$ cat src/rtl/cpu_state_pkg.sv
package cpu_state_pkg;
  localparam int FLG_C = 0;
  localparam int FLG_Z = 1;
  localparam int FLG_N = 2;
  localparam int FLG_V = 3;
  localparam int FLG_S = 4;
  localparam int FLG_H = 5;
  localparam int FLG_T = 6;
  localparam int FLG_I = 7;
endpackage

$ cat src/rtl/status_flags.sv
module status_flags
  import cpu_state_pkg::*;
(
  input  logic       clk,
  input  logic       rst,
  input  logic       int_set,
  input  logic       int_clr,
  input  logic       int_take,
  input  logic       int_ret,
  input  logic [7:0] alu_mask,
  input  logic [7:0] alu_val,
  input  logic       t_load,
  input  logic       t_val,
  input  logic       io_we,
  input  logic [7:0] io_wdata,
  output logic [7:0] stat
);
  logic [7:0] nxt;

  always_comb begin
    nxt = stat;
    if (io_we) begin
      nxt = io_wdata;
    end else begin
      if (int_take)                nxt[FLG_I] = 1'b0;
      else if (int_clr)            nxt[FLG_I] = 1'b0;
      else if (int_set || int_ret) nxt[FLG_I] = 1'b1;
      if (t_load) nxt[FLG_T] = t_val;
      for (int i = 0; i < 8; i++) begin
        if (i != FLG_I && i != FLG_T && i != FLG_S && alu_mask[i])
          nxt[i] = alu_val[i];
      end
    end
    nxt[FLG_S] = nxt[FLG_N] ^ nxt[FLG_V];
  end

  always_ff @(posedge clk) begin
    if (rst) stat <= '0;
    else     stat <= nxt;
  end

  AST_TAKE_CLEARS_I: assert property (@(posedge clk) disable iff (rst)
    (int_take && !io_we) |=> !stat[FLG_I]);
  AST_RET_SETS_I: assert property (@(posedge clk) disable iff (rst)
    (int_ret && !int_take && !int_clr && !io_we) |=> stat[FLG_I]);
  AST_SIGN_XOR: assert property (@(posedge clk) disable iff (rst)
    stat[FLG_S] == (stat[FLG_N] ^ stat[FLG_V]));
  AST_IO_PRIORITY: assert property (@(posedge clk) disable iff (rst)
    io_we |=> (stat[7:5] == $past(io_wdata[7:5]) && stat[3:0] == $past(io_wdata[3:0])));
endmodule

$ cat src/rtl/stack_pointer.sv
module stack_pointer #(
  parameter int          SP_W    = 10,
  parameter logic [15:0] TOP_RAM = 16'h01FF
) (
  input  logic            clk,
  input  logic            rst,
  input  logic            push_en,
  input  logic            pop_en,
  input  logic            we_lo,
  input  logic            we_hi,
  input  logic [7:0]      wdata,
  output logic [SP_W-1:0] sp
);
  localparam int HI_W = SP_W - 8;
  localparam logic [SP_W-1:0] SP_RST = TOP_RAM[SP_W-1:0];
  localparam logic [SP_W-1:0] ONE    = {{(SP_W-1){1'b0}}, 1'b1};

  logic [SP_W-1:0] nxt;

  always_comb begin
    nxt = sp;
    if (we_lo || we_hi) begin
      if (we_lo) nxt[7:0]      = wdata;
      if (we_hi) nxt[SP_W-1:8] = wdata[HI_W-1:0];
    end else if (push_en) begin
      nxt = sp - ONE;
    end else if (pop_en) begin
      nxt = sp + ONE;
    end
  end

  always_ff @(posedge clk) begin
    if (rst) sp <= SP_RST;
    else     sp <= nxt;
  end

  AST_PUSH_POP_EXCL: assert property (@(posedge clk) disable iff (rst)
    !(push_en && pop_en));
  AST_PUSH_DEC: assert property (@(posedge clk) disable iff (rst)
    (push_en && !we_lo && !we_hi) |=> sp == $past(sp) - ONE);
  AST_POP_INC: assert property (@(posedge clk) disable iff (rst)
    (pop_en && !we_lo && !we_hi) |=> sp == $past(sp) + ONE);
endmodule

$ cat src/rtl/bit_xfer.sv
module bit_xfer (
  input  logic       clk,
  input  logic       rst,
  input  logic       bld_en,
  input  logic [2:0] bit_sel,
  input  logic [7:0] opnd,
  input  logic       t_cur,
  output logic       t_pick,
  output logic [7:0] bld_result
);
  assign t_pick = opnd[bit_sel];

  always_ff @(posedge clk) begin
    if (rst) begin
      bld_result <= '0;
    end else if (bld_en) begin
      bld_result          <= opnd;
      bld_result[bit_sel] <= t_cur;
    end
  end

  AST_BLD_BIT: assert property (@(posedge clk) disable iff (rst)
    bld_en |=> bld_result[$past(bit_sel)] == $past(t_cur));
  AST_BLD_OTHERS: assert property (@(posedge clk) disable iff (rst)
    bld_en |=> $countones(bld_result ^ $past(opnd)) <= 1);
endmodule

$ cat src/rtl/cpu_state_unit.sv
module cpu_state_unit
  import cpu_state_pkg::*;
#(
  parameter int          SP_W    = 10,
  parameter logic [15:0] TOP_RAM = 16'h01FF,
  parameter int          AW      = 6,
  parameter logic [AW-1:0] A_SPLO = 6'h20,
  parameter logic [AW-1:0] A_SPHI = 6'h21,
  parameter logic [AW-1:0] A_STAT = 6'h22
) (
  input  logic          clk,
  input  logic          rst,
  input  logic          int_set,
  input  logic          int_clr,
  input  logic          int_take,
  input  logic          int_ret,
  input  logic [7:0]    alu_mask,
  input  logic [7:0]    alu_val,
  input  logic          bst_en,
  input  logic          bld_en,
  input  logic [2:0]    bit_sel,
  input  logic [7:0]    reg_opnd,
  input  logic          push_en,
  input  logic          pop_en,
  input  logic          io_we,
  input  logic [AW-1:0] io_addr,
  input  logic [7:0]    io_wdata,
  output logic [7:0]    io_rdata,
  output logic [7:0]    flags,
  output logic          gie,
  output logic [15:0]   stk_addr,
  output logic [7:0]    bld_result
);
  localparam int PAD = 16 - SP_W;

  logic [7:0]      stat;
  logic [SP_W-1:0] sp;
  logic            t_pick;
  logic            we_stat, we_lo, we_hi;

  assign we_stat = io_we && (io_addr == A_STAT);
  assign we_lo   = io_we && (io_addr == A_SPLO);
  assign we_hi   = io_we && (io_addr == A_SPHI);

  status_flags u_flags (
    .clk(clk), .rst(rst),
    .int_set(int_set), .int_clr(int_clr), .int_take(int_take), .int_ret(int_ret),
    .alu_mask(alu_mask), .alu_val(alu_val),
    .t_load(bst_en), .t_val(t_pick),
    .io_we(we_stat), .io_wdata(io_wdata),
    .stat(stat)
  );

  stack_pointer #(.SP_W(SP_W), .TOP_RAM(TOP_RAM)) u_sp (
    .clk(clk), .rst(rst),
    .push_en(push_en), .pop_en(pop_en),
    .we_lo(we_lo), .we_hi(we_hi), .wdata(io_wdata),
    .sp(sp)
  );

  bit_xfer u_bits (
    .clk(clk), .rst(rst),
    .bld_en(bld_en), .bit_sel(bit_sel), .opnd(reg_opnd),
    .t_cur(stat[FLG_T]), .t_pick(t_pick), .bld_result(bld_result)
  );

  always_ff @(posedge clk) begin
    if (rst) begin
      io_rdata <= '0;
    end else begin
      case (io_addr)
        A_SPLO:  io_rdata <= sp[7:0];
        A_SPHI:  io_rdata <= {{PAD{1'b0}}, sp[SP_W-1:8]};
        A_STAT:  io_rdata <= stat;
        default: io_rdata <= '0;
      endcase
    end
  end

  assign flags    = stat;
  assign gie      = stat[FLG_I];
  assign stk_addr = {{PAD{1'b0}}, sp};

  AST_GIE_LOW: assert property (@(posedge clk) disable iff (rst)
    (int_take && !we_stat) |=> !gie);
  AST_HI_ZERO: assert property (@(posedge clk) disable iff (rst)
    stk_addr[15:SP_W] == '0);
endmodule

$ cat config.mk
export PLATFORM = sky130hd
export DESIGN_NAME = cpu_state_unit
export DESIGN_NICKNAME = d
export VERILOG_FILES = /design/src/rtl/cpu_state_pkg.sv /design/src/rtl/status_flags.sv /design/src/rtl/stack_pointer.sv /design/src/rtl/bit_xfer.sv /design/src/rtl/cpu_state_unit.sv
export SDC_FILE = /design/constraint.sdc
export NUM_CORES = 1
export LEC_CHECK = 0
export BUFFER_PORTS_ARGS = -buffer_cell sky130_fd_sc_hd__buf_2
export CORE_ASPECT_RATIO = 2
export CORE_UTILIZATION = 47
export CTS_CLUSTER_DIAMETER = 40
export DETAILED_ROUTE_END_ITERATION = 10
export PLACE_DENSITY = 0.8
export REMOVE_ABC_BUFFERS = 1
export SYNTH_ARGS = -nofsm -noshare
export SYNTH_HDL_FRONTEND = slang
export SYNTH_SLANG_ARGS = --single-unit
$ cat constraint.sdc
create_clock -name clk -period 2.7 [get_ports clk]
set_input_delay 0.135 -clock clk [delete_from_list [all_inputs] [get_ports clk]]
set_output_delay 0.135 -clock clk [all_outputs]
set_load 0.03 [all_outputs]
==> results of run 1 <==
-- cell type report --
cell class,count,area (sq um)
Timing Repair Buffer,82,415.4
Inverter,3,11.26
Sequential cell,34,680.7
Fill cell,431,1723
Tap cell,54,67.56
Clock inverter,1,5.005
Clock buffer,7,86.33
Multi-Input combinational cell,190,1308
-- worst min-delay path, cell delays in order --
cell	delay, ps
buf_2	90
mux2i_1	60
nor2_1	80
-- sequential cells by signal, indices dropped and copies added, names as in the netlist --
name               flops
io_rdata               8
u_bits.bld_result      8
u_flags.stat           8
u_sp.sp               10
-- cell usage in the layout, fill, tap and decap left out, types with 2 or more instances in the layout --
cell,Yosys,layout
o211ai_1,5,5
a21o_1,6,6
xnor2_1,3,3
ha_1,8,8
inv_1,3,3
o21ai_1,4,4
a21oi_1,9,9
o21ai_0,5,5
o311ai_1,3,3
clkbuf_8,0,6
dfxtp_1,34,34
nand2_1,10,10
xor2_1,5,5
mux2i_1,27,27
o31ai_1,2,2
a211oi_1,15,15
nand3_1,3,3
or2_2,2,2
buf_2,2,80
conb_1,1,6
buf_4,8,2
o32ai_1,2,2
a41o_1,2,2
nor2_1,44,44
or3_1,3,3
nor3_1,9,9
mux4_2,2,2
a31oi_1,2,2
-- metrics by stage --
stage | hold WS, ps | std cells
2_1_floorplan | 207.4 | 227
4_1_cts | 104.2 | 371
3_3_place_gp | 388.0 | 363
6_report | 107.3 | 371
3_5_place_dp | 398.0 | 363
5_1_grt | 126.8 | 371
-- path summary, 6_finish.rpt --
kind	startpoint	to	slack [ps]	cells after the start
hold reg to reg	u_bits.bld_result[0]	u_bits.bld_result[0]	480	2
hold / removal	io_wdata[6]	u_flags.stat[6]	110	3
setup / recovery	u_sp.sp[0]	u_sp.sp[8]	560	6
setup reg to reg	u_sp.sp[0]	u_sp.sp[8]	560	6
-- logic make-up after synthesis --
group                    count (synthesis)  share of synthesized area [%]
XOR/XNOR                                 8                          3.337
buffers and inverters                   26                          6.198
flip-flops                              34                          32.42
adder cells (fa/ha/maj)                  9                          5.721
AO/OA/AOI/OAI                           60                          20.14
multiplexers                            30                          15.73
AND/OR/NAND/NOR                         77                          16.27
other                                    1                         0.1786
-- power groups by stage --
stage	combinational [uW]	clock [uW]	sequential, uW
after detailed placement	603	0	622
after global placement	585	0	621
after global routing	655	422	619
final	603	387	612
after CTS	605	394	611
after floorplan	324	0	713
-- metal layers --
metal,GRT usage [%],share of wire (%),routed length [um]
met3,3.286,3.4,182
met4,13.48,3.6,191
met1,20.21,36,1920
met5,0,0,0
met2,46.92,57,3013
==> impl_metrics.tcl, run 1 <==
set metrics [dict create \
    criticalPathCategory "flop to flop" \
    grt_max_degree 26 \
    postCtsSetupBuffers 0 \
    tightestPinTransition_ps 618.2 \
    antenna_found_initial 0 \
    rsz0062_at_grt "no" \
    fmax_mhz 466.7 \
    crit_family "compound AO/OA/AOI/OAI gates" \
    period_minus_slack_ps 2143 \
    via_per_inst 5.461 \
    status "completed" \
    setup_slack_ps 557.4 \
    fin_crit_sh_pct 79.36 \
    cts_root_buffer "clkbuf_8" \
    async_reset_ff_share_pct 0 \
    die_w_um 49.26 \
    setup_viol 0 \
    synthTopCellsByArea "dfxtp_1, mux2i_1, nor2_1, a211oi_1, ha_1" \
    cts_resized 0 \
    cts_tree "built" \
    cp.arrival_ps 2300 \
    start_kind "flop" \
    powerDensity_nw_per_um2 622.9 \
    fin_setup_tns_ps 0 \
    cap_violations 0 \
    power.switching_uw 601.5 \
    dpl_worst_slack_ps 525.9 \
    drive_gt1_share_pct 29.97 \
    yosysTopAreaCell "dfxtp_1" \
    grt_overflow_total 0 \
    grt_pass1_wl_mm 8.217 \
    finalClockSkew_ps 2.922 \
    synth_warnings 0 \
    ys_ff_latch 34 \
    cts_made_buffers 5 \
    drt_iter0_drc 37 \
    clock-sinks 34 \
    yosysUniqueCellTypes 42 \
    cp-end-kind "flop" \
    antenna_cells 0 \
    leakagePower_uw 0.001250 \
    sequentialPowerShare_pct 38.2 \
    synth_most_common_cell "nor2_1" \
    clock_latency_ps 280 \
    netlist_area_sq_um 2100 \
    hold_class "input pin to flop" \
    comb_power_share_pct 37.6 \
    power.total_uw 1603 \
    io_pins 93 \
    crit_chain "fa_1 -> a211oi_1 -> o21ai_0 -> a31oi_1 -> xor2_1 -> o21ai_1" \
    portBuffers 80 \
    clockBufferDepth 2 \
    start_util_pct 48.86 \
    netSwitchingFraction_pct 37.52 \
    vdd_drop_max_uv 390.8 \
    wl_per_cell_um 14.30 \
    critPathBufInv 0 \
    drc 0 \
    antenna_left 0 \
    synth.avg_cell_area_sq_um 8.569 \
    dieArea_sq_um 4755 \
    post-route-util_pct 59.90 \
    std_cell_rows 34 \
    maxSlewHeadroom_pct 58.43 \
    synth_flop_cell "dfxtp_1" \
    grt_pass1_vias 1941 \
    h-tree-depth 2 \
    hold_viol 0 \
    die_h_um 96.52 \
    core_sq_um 4297 \
    cp_max_fo 7 \
    slowest_stage "a211oi_1" \
    first_pass_iters 4 \
    dpl.hpwl_mm 4.290 \
    syn_inst 245 \
    areaGrowthSynthToFinish_pct 22.59 \
    gp_congestion 0.8791 \
    design_area_sq_um 2574 \
    cts_hold_buf 0 \
    dpl-instance-area_sq_um 2482 \
    synth_top_area_share_pct 32.42 \
    p_int_uw 1002 \
    grt_util_all_layers_pct 22.88 \
    report.final.slew_viol_count 0 \
    fin_nets 377 \
    cpPeakStageDelay_ps 490 \
    yosysSeqAreaShare_pct 32.42 \
    synth_edf_count 0 \
    num_vias 2026 \
    synth_common_cells "nor2_1, dfxtp_1, mux2i_1" \
    clk_pin_slew_ps 70 \
    p_clk_share_pct 24.2 \
    required_ps 2850 \
    wl_mm 5.307 \
]
(Power assumes the default switching activity.)
==> run 2: changes to the inputs <==
==> constraint.sdc (replaced) <==
create_clock -name clk -period 2.2 [get_ports clk]
set_input_delay 0.11 -clock clk [delete_from_list [all_inputs] [get_ports clk]]
set_output_delay 0.11 -clock clk [all_outputs]
set_load 0.03 [all_outputs]
==> run 2 against run 1 <==
Sequential share of layout area decreased by 0.38 points. Global-route usage hardly changed. Sequential power rose by 22%. Largest cell class unchanged. Combinational power rose by 24%. Die area did not move. Critical path type unchanged. Hold slack lost 12 ps. Clock-buffer cell count did not move. First-iteration DRC count up 30%. Fmax grew 9.3%.
==> impl_metrics.tcl, run 2 (same netlist as run 1, synthesis figures left out) <==
set metrics [dict create \
    wl_mm 5.331 \
    reg2reg_setup_slack_ps 240 \
    cts_hold_buf 0 \
    antenna_cells 0 \
    grt_pass1_wl_mm 8.349 \
    required_ps 2380 \
    drive_gt1_share_pct 31.06 \
    cts_resized 0 \
    comb_power_share_pct 37.9 \
    period_minus_slack_ps 1960 \
    clk_pin_slew_ps 70 \
    largest_reg_flops 10 \
    h-tree-depth 2 \
    nFillCells 410 \
    io_pins 93 \
    die_w_um 49.26 \
    fmax_mhz 510.2 \
    cts_root_buffer "clkbuf_8" \
    fin_crit_sh_pct 89.09 \
    rr_worst_depth 6 \
    vdd_drop_max_uv 628.0 \
    grt_overflow_total 0 \
    antenna_left 0 \
    clock-sinks 34 \
    powerDensity_nw_per_um2 756.1 \
    cp-end-kind "flop" \
    drc 0 \
    core_sq_um 4297 \
    cap_violations 0 \
    postCtsSetupBuffers 0 \
    cp-startpoint "u_sp.sp[1]" \
    seq_area_sq_um 680.7 \
    final_common_cell "buf_2" \
    fin_nets 382 \
    die_h_um 96.52 \
    cp_max_fo 5 \
    grt_pass1_vias 1934 \
    p_clk_share_pct 24.2 \
    via_per_inst 5.463 \
    sequentialPowerShare_pct 37.9 \
    cp.arrival_ps 2140 \
    dp_cells 368 \
    drt_iter0_drc 48 \
    grt_max_degree 26 \
    r2r-end "u_sp.sp[8]" \
    dieArea_sq_um 4755 \
    tightestPinTransition_ps 510.9 \
    first_pass_iters 5 \
    endpoint "u_sp.sp[8]" \
    setup_viol 0 \
    num_vias 2054 \
    areaGrowthSynthToFinish_pct 24.37 \
    power.switching_uw 736.0 \
    report.final.slew_viol_count 0 \
    hold_viol 0 \
    criticalPathCategory "flop to flop" \
    status "completed" \
    rsz0062_at_grt "no" \
    clock_latency_ps 290 \
    fin_setup_tns_ps 0 \
    cts_tree "built" \
    finalClockSkew_ps 3.599 \
    p_int_uw 1238 \
    netSwitchingFraction_pct 37.28 \
    std_cell_rows 34 \
    hold_class "input pin to flop" \
    leakagePower_uw 0.001274 \
    top_register "u_sp.sp" \
    cts_made_buffers 5 \
    portBuffers 80 \
    grt_util_all_layers_pct 22.87 \
    finalNonFillerCells 376 \
    start_kind "flop" \
    dpl.hpwl_mm 4.312 \
    mostFrequentLayoutCells "buf_2, nor2_1, dfxtp_1" \
    clockBufferDepth 2 \
    wl_per_cell_um 14.18 \
    r2r-start "u_sp.sp[1]" \
    antenna_found_initial 0 \
    multi_input_comb_area_sq_um 1308 \
    maxSlewHeadroom_pct 65.86 \
    gp_congestion 0.8562 \
    start_util_pct 48.86 \
]
run 2: layout make-up:
class	count	area share, %
Clock buffer	7	3.306
Clock inverter	1	0.1917
Inverter	3	0.4312
Multi-Input combinational cell	190	50.07
Sequential cell	34	26.07
Tap cell	54	2.587
Timing Repair Buffer	87	17.35
run 2: worst min path at each step:
stage | from | end | slack [ps] | depth (start not counted)
floorplan | rst | u_flags.stat[6] | 180 | 1
global placement | io_wdata[6] | u_flags.stat[6] | 360 | 3
detailed placement | io_wdata[6] | u_flags.stat[6] | 390 | 3
CTS | io_wdata[6] | u_flags.stat[6] | 100 | 3
global route | io_wdata[6] | u_flags.stat[6] | 110 | 3
finish | io_wdata[6] | u_flags.stat[6] | 100 | 3
run 2: power by group through the flow:
stage               combinational [uW]  clock (uW)  sequential (uW)
floorplan                          398           0              875
global placement                   732           0              760
detailed placement                 748           0              762
CTS                                750         486              748
global route                       815         512              758
finish                             748         479              748
run 2: through the flow:
| step | setup slack, ps | hold WS [ps] | power [uW] | cell area (sq um) | utilization, % |
|---|---|---|---|---|---|
| 3_5_place_dp | 178.3 | 389.9 | 1509 | 2520 | 58.65 |
| 5_1_grt | 121.7 | 109.2 | 2084 | 2611 | 60.77 |
| 6_report | 240.0 | 95.27 | 1974 | 2611 | 60.77 |
| 4_1_cts | 222.6 | 95.16 | 1984 | 2611 | 60.77 |
| 3_3_place_gp | 202.9 | 362.0 | 1492 | 2520 | 58.65 |
| 2_1_floorplan | 72.73 | 182.4 | 1273 | 1999 | - |
run 2: routing by layer:
| metal | wire (um) | global-route usage, % | vias up |
|---|---|---|---|
| met4 | 119 | 9.804 | 0 |
| met1 | 1918 | 20.38 | 945 |
| met2 | 3063 | 48.17 | 64 |
| met3 | 229 | 3.599 | 12 |
| met5 | 0 | 0 | - |
| li1 | - | - | 1033 |
run 2: worst max-delay path, stage by stage, from the launching register on:
cell and delay, ps:
dfxtp_1 370, fa_1 430, a211oi_1 390, o21ai_0 170, a31oi_1 250, xor2_1 160, o21ai_1 70
